==> config.mk <==
export PLATFORM = sky130hd
export DESIGN_NAME = ps2_dev_tx
export DESIGN_NICKNAME = d
export VERILOG_FILES = /design/src/rtl/ps2tx_pkg.sv /design/src/rtl/ps2_line_sync.sv /design/src/rtl/ps2_frame_pack.sv /design/src/rtl/ps2_half_timer.sv /design/src/rtl/ps2_idle_watch.sv /design/src/rtl/ps2_dev_tx.sv
export SDC_FILE = /design/constraint.sdc
export NUM_CORES = 1
export LEC_CHECK = 0
export BUFFER_PORTS_ARGS = -buffer_cell sky130_fd_sc_hd__buf_2
export CORE_UTILIZATION = 55
export CTS_CLUSTER_SIZE = 20
export DETAILED_ROUTE_END_ITERATION = 10
export GPL_TIMING_DRIVEN = 1
export PLACE_DENSITY = 0.75
export SLEW_MARGIN = 25
export SYNTH_ARGS = -nofsm -noshare
export SYNTH_HDL_FRONTEND = slang
export SYNTH_SLANG_ARGS = --single-unit
==> constraint.sdc <==
create_clock -name clk -period 2.1 [get_ports clk]
set_clock_uncertainty 0.05 [all_clocks]
set_input_delay 0.315 -clock clk [delete_from_list [all_inputs] [get_ports clk]]
set_output_delay 0.315 -clock clk [all_outputs]
set_load 0.02 [all_outputs]
==> src/rtl/ps2tx_pkg.sv <==
package ps2tx_pkg;
  typedef enum logic [1:0] {
    PH_IDLE = 2'd0,
    PH_HIGH = 2'd1,
    PH_LOW  = 2'd2
  } phase_t;

  localparam int FRAME_EXTRA = 3;

  function automatic int frame_width(input int data_w);
    return data_w + FRAME_EXTRA;
  endfunction
endpackage

==> src/rtl/ps2_line_sync.sv <==
module ps2_line_sync #(
  parameter int STAGES = 2,
  parameter int LINES  = 2
) (
  input  logic             clk,
  input  logic             rst,
  input  logic [LINES-1:0] raw,
  output logic [LINES-1:0] synced
);
  for (genvar g = 0; g < LINES; g++) begin : g_line
    logic [STAGES-1:0] shreg;
    always_ff @(posedge clk) begin
      if (rst) begin
        shreg <= '1;
      end else begin
        shreg <= {shreg[STAGES-2:0], raw[g]};
      end
    end
    assign synced[g] = shreg[STAGES-1];
  end
endmodule

==> src/rtl/ps2_frame_pack.sv <==
module ps2_frame_pack #(
  parameter int DATA_W  = 8,
  localparam int FRM_W  = DATA_W + 3
) (
  input  logic [DATA_W-1:0] payload,
  output logic [FRM_W-1:0]  frame
);
  logic odd_bit;
  always_comb begin
    odd_bit = ~(^payload);
    frame   = {1'b1, odd_bit, payload, 1'b0};
  end
endmodule

==> src/rtl/ps2_half_timer.sv <==
module ps2_half_timer #(
  parameter int HALF_CYC = 4000,
  localparam int CNT_W   = $clog2(HALF_CYC)
) (
  input  logic clk,
  input  logic rst,
  input  logic restart,
  output logic at_mid,
  output logic at_last
);
  localparam logic [CNT_W-1:0] MID_VAL  = CNT_W'(HALF_CYC / 2);
  localparam logic [CNT_W-1:0] LAST_VAL = CNT_W'(HALF_CYC - 1);

  logic [CNT_W-1:0] cnt;

  always_ff @(posedge clk) begin
    if (rst || restart) begin
      cnt <= '0;
    end else begin
      cnt <= cnt + 1'b1;
    end
  end

  assign at_mid  = (cnt == MID_VAL);
  assign at_last = (cnt == LAST_VAL);
endmodule

==> src/rtl/ps2_idle_watch.sv <==
module ps2_idle_watch #(
  parameter int IDLE_CYC = 5000,
  localparam int IW      = $clog2(IDLE_CYC + 1)
) (
  input  logic clk,
  input  logic rst,
  input  logic armed,
  input  logic clk_hi,
  input  logic dat_hi,
  output logic bus_idle
);
  localparam logic [IW-1:0] FULL = IW'(IDLE_CYC);

  logic [IW-1:0] run;

  always_ff @(posedge clk) begin
    if (rst || !armed || !(clk_hi && dat_hi)) begin
      run <= '0;
    end else if (run != FULL) begin
      run <= run + 1'b1;
    end
  end

  assign bus_idle = (run == FULL);
endmodule

==> src/rtl/ps2_dev_tx.sv <==
module ps2_dev_tx
  import ps2tx_pkg::*;
#(
  parameter int DATA_W       = 8,
  parameter int HALF_CYC     = 4000,
  parameter int IDLE_CYC     = 5000,
  parameter int SYNC_STAGES  = 2,
  parameter int GUARD_CLOCKS = 10
) (
  input  logic              clk,
  input  logic              rst,
  input  logic [DATA_W-1:0] tx_data,
  input  logic              tx_valid,
  output logic              tx_ready,
  input  logic              line_clk_in,
  input  logic              line_dat_in,
  output logic              clk_pull,
  output logic              dat_pull,
  output logic              tx_done,
  output logic              tx_abort
);
  localparam int FRM_W = frame_width(DATA_W);
  localparam int IDX_W = $clog2(FRM_W);
  localparam logic [IDX_W-1:0] GUARD_IDX = IDX_W'(GUARD_CLOCKS);
  localparam logic [IDX_W-1:0] LAST_IDX  = IDX_W'(FRM_W - 1);

  phase_t            phase;
  logic [IDX_W-1:0]  idx;
  logic [FRM_W-1:0]  frame_q;
  logic [FRM_W-1:0]  frame_w;
  logic [DATA_W-1:0] hold_q;
  logic              have_q;
  logic [1:0]        line_s;
  logic              clk_s;
  logic              dat_s;
  logic              bus_idle;
  logic              t_mid;
  logic              t_last;

  ps2_line_sync #(.STAGES(SYNC_STAGES), .LINES(2)) u_sync (
    .clk    (clk),
    .rst    (rst),
    .raw    ({line_dat_in, line_clk_in}),
    .synced (line_s)
  );
  assign clk_s = line_s[0];
  assign dat_s = line_s[1];

  ps2_idle_watch #(.IDLE_CYC(IDLE_CYC)) u_idle (
    .clk      (clk),
    .rst      (rst),
    .armed    (phase == PH_IDLE),
    .clk_hi   (clk_s),
    .dat_hi   (dat_s),
    .bus_idle (bus_idle)
  );

  ps2_half_timer #(.HALF_CYC(HALF_CYC)) u_timer (
    .clk     (clk),
    .rst     (rst),
    .restart ((phase == PH_IDLE) || t_last),
    .at_mid  (t_mid),
    .at_last (t_last)
  );

  ps2_frame_pack #(.DATA_W(DATA_W)) u_pack (
    .payload (hold_q),
    .frame   (frame_w)
  );

  always_ff @(posedge clk) begin
    if (rst) begin
      phase    <= PH_IDLE;
      idx      <= '0;
      frame_q  <= '0;
      hold_q   <= '0;
      have_q   <= 1'b0;
      tx_ready <= 1'b1;
      clk_pull <= 1'b0;
      dat_pull <= 1'b0;
      tx_done  <= 1'b0;
      tx_abort <= 1'b0;
    end else begin
      tx_done  <= 1'b0;
      tx_abort <= 1'b0;
      if (tx_ready && tx_valid) begin
        hold_q   <= tx_data;
        have_q   <= 1'b1;
        tx_ready <= 1'b0;
      end
      case (phase)
        PH_IDLE: begin
          clk_pull <= 1'b0;
          dat_pull <= 1'b0;
          if (have_q && bus_idle) begin
            phase   <= PH_HIGH;
            idx     <= '0;
            frame_q <= frame_w;
          end
        end
        PH_HIGH: begin
          if (t_mid) begin
            dat_pull <= ~frame_q[idx];
          end
          if (t_last) begin
            if ((idx < GUARD_IDX) && !clk_s) begin
              phase    <= PH_IDLE;
              clk_pull <= 1'b0;
              dat_pull <= 1'b0;
              tx_abort <= 1'b1;
            end else begin
              phase    <= PH_LOW;
              clk_pull <= 1'b1;
            end
          end
        end
        PH_LOW: begin
          if (t_last) begin
            clk_pull <= 1'b0;
            if (idx == LAST_IDX) begin
              phase    <= PH_IDLE;
              dat_pull <= 1'b0;
              tx_done  <= 1'b1;
              have_q   <= 1'b0;
              tx_ready <= 1'b1;
            end else begin
              phase <= PH_HIGH;
              idx   <= idx + 1'b1;
            end
          end
        end
        default: phase <= PH_IDLE;
      endcase
    end
  end
endmodule

==> metrics.cfg <==
[run_status]
outcome = finished with violations
violations = DRC

[setup_path]
path_buf_inv = 1
cp-end-kind = flip-flop
path_class = flip-flop to flip-flop
crit_family = simple AND/OR/NAND/NOR gates
arrival_ns = 2.08
crit_required_ns = 2.26
crit_chain = or4b_4, nor4_4, buf_4, mux2i_1, nor2_1
crit_path_max_incr_delay_ns = 0.55
cp_slowest_cell = or4b_4
cp_max_fo = 10
cp-start-kind = flip-flop

[synthesis]
synth-compound-area-share_pct = 6.044
netlist_instances = 284
synth_top_family_by_area = simple AND/OR/NAND/NOR gates
ys_ff_latch = 59
yosys.area_share.simple_pct = 25.53
synth.top_cell.area_share_pct = 45.65
synthAdderAreaFrac_pct = 2.418
ys_seq_area_share_pct = 45.65
syn_nets = 302
synth_edf_count = 0
synthMostInstantiatedCell = dfxtp_1
synthTopCellsByArea = dfxtp_1, nor2_1, mux2i_1, xnor2_1, xor2_1
synth_commonest_cells = dfxtp_1, nor2_1, nand2_1
ys_warn_count = 0
synth_ff_type = dfxtp_1
synthMuxAreaShare_pct = 7.108
synth_top_area_cell = dfxtp_1
ys_async_sr_fraction_pct = 0
syn_avg_cell_area_um2 = 9.111
syn-cell-area_mm2 = 0.002587
yosysUniqueCellTypes = 41
synth_xor_area_share_pct = 9.478

[sta]
min_period_ns = 1.922
slew_headroom_pct = 70.69
worstMarginPinSlew_ns = 0.4362
finalSetupViolCount = 0
grt_setup_unrepaired = no
max_clock_freq_mhz = 520.2
final.setup.tns_ns = 0
slew_viol_final = 0
hold_viol_final = 0
post-route-period-util_pct = 91.54

[pwr]
power_mw = 2.125
seqPwrFrac_pct = 54.5
combinationalPowerShare_pct = 4.6
clockPowerShare_pct = 40.9
p_leak_nw = 1.042
sw_frac_of_total_pct = 22.85
power.internal_mw = 1.640
p_switching_mw = 0.4856
peakVddDrop_v = 0.0005879
power.density_mw_per_mm2 = 730.2

[drt]
wl_per_cell_um = 12.65
vias = 1982
drc_errors = 2
drtIter0Drc = 135
vias_per_cell = 5.386
drt-pass1-iter-count = 7
wirelength_um = 4655
ant_nets = 0

[cts]
cts_buffers = 9
cts.sinks = 59
clk_latency_ns = 0.33
cts_resized = 0
tritoncts = done
cts-hold-fix-buffers = 0
cts_buffer_depth = 2
htree_levels = 3
cts.clk_slew.worst_paths_ns = 0.06
cts_setup_buffers = 0
clock-root-buffer = clkbuf_8

[global_route]
grt_use_total_pct = 21.26
grt_pass1_vias = 1775
grt_pass1_wl_um = 8204
antenna_found_initial = 0
grt.overflow.total = 0
grt_max_degree = 25

[placed_design]
io_buffer_count = 17
place.gp.congestion = 0.7869
dpl_cell_area_mm2 = 0.002749
place_hpwl_um = 3218
place_inst = 353

[layout]
post-route-util_pct = 65.48
fin_nets = 330
design_area_mm2 = 0.002910
instances_no_fill = 368
fillCellCount = 371
layout-drive-gt1-share_pct = 15.82
areaGrowthSynthToFinish_pct = 12.48
n_antenna_cell = 0

[floorplan]
ios = 18
die_y_um = 70.59
die_area_mm2 = 0.004983
coreArea_mm2 = 0.004444
start_util_pct = 58.22
die-width_um = 70.59
rows = 24

[worst_hold_path]
min_path_type = input pin to flip-flop

[job]
maxCapViolations = 0

final cells by class:
cell class	instances	area, µm²	share of cell area (%)
clock buffers	13	148.9	5.116
clock inverters	2	12.51	0.4299
inverters	9	33.78	1.161
multi-input cells	206	1309	44.97
flip-flops and latches	59	1181	40.58
well taps	52	65.06	2.236
repair buffers	27	160.2	5.503
sequential cells by signal, summed over array words and instances, names as in the netlist:
signal and cells:
clk_pull 1, dat_pull 1, u_timer.cnt 12, u_idle.run 13, u_sync.g_line.shreg 4, tx_ready 1
hold_q 8, phase 2, have_q 1, idx 4, tx_done 1, tx_abort 1
frame_q 10
cells by family (layout without fill, tap and decap cells):
family                   Yosys count  after routing
XOR/XNOR                          28             28
adder cells (fa/ha/maj)            5              5
AO/OA/AOI/OAI                     27             27
flip-flops                        59             59
multiplexers                      17             17
buffers and inverters             19             51
AND/OR/NAND/NOR                  129            129
metal layers:
| layer | track usage [%] | routed length (µm) | vias up |
|---|---|---|---|
| li1 | - | - | 1031 |
| met2 | 31.28 | 2028 | 35 |
| met1 | 29.23 | 2369 | 907 |
| met4 | 10.67 | 92 | 0 |
| met5 | 0 | 0 | - |
| met3 | 5.271 | 163 | 9 |
worst paths after layout:
path,cells past startpoint,slack (ns),end,start
max reg2reg,5,0.18,frame_q[7],u_idle.run[4]
min,2,0.12,u_sync.g_line[1].shreg[0],line_dat_in
min reg2reg,1,0.37,u_sync.g_line[0].shreg[1],u_sync.g_line[0].shreg[0]
max,5,0.18,frame_q[7],u_idle.run[4]
cells in the final DEF (no fill, tap or decap), types with 2 or more instances in the layout:
cell type	n
a21oi_1	15
nor2_1	42
nand3_1	18
xnor2_1	16
and3_1	4
nand2b_1	3
buf_2	17
inv_1	9
nor2b_1	2
o21ai_0	5
clkbuf_8	10
nand2_1	22
clkbuf_1	3
or4bb_1	2
mux2i_1	15
ha_1	5
nand4b_1	2
xor2_1	12
or3_1	3
nand4_1	6
nor3_1	11
buf_4	10
or2_2	4
dfxtp_1	59
a31oi_1	2
nor4_1	2
power by group through the flow:
stage	clock network, mW	logic [mW]	registers, mW
after floorplan	0	0.0770	1.18
after global placement	0	0.0977	1.18
after detailed placement	0	0.0988	1.18
after CTS	0.892	0.0997	1.16
after global routing	0.952	0.111	1.16
final	0.869	0.0983	1.16
through the flow:
stage,hold slack (ns),worst slack [ns]
floorplan,0.3395,0.2363
global placement,0.3476,0.2268
detailed placement,0.3512,0.1976
CTS,0.1072,0.1812
global route,0.1172,0.05876
finish,0.1185,0.1777
worst register-to-register path: stages, from the launching register on:
cell	delay (ns)
dfxtp_1	0.36
or4b_4	0.55
nor4_4	0.33
buf_4	0.26
mux2i_1	0.21
nor2_1	0.05
Note: power is estimated with default switching activity, not from simulation.
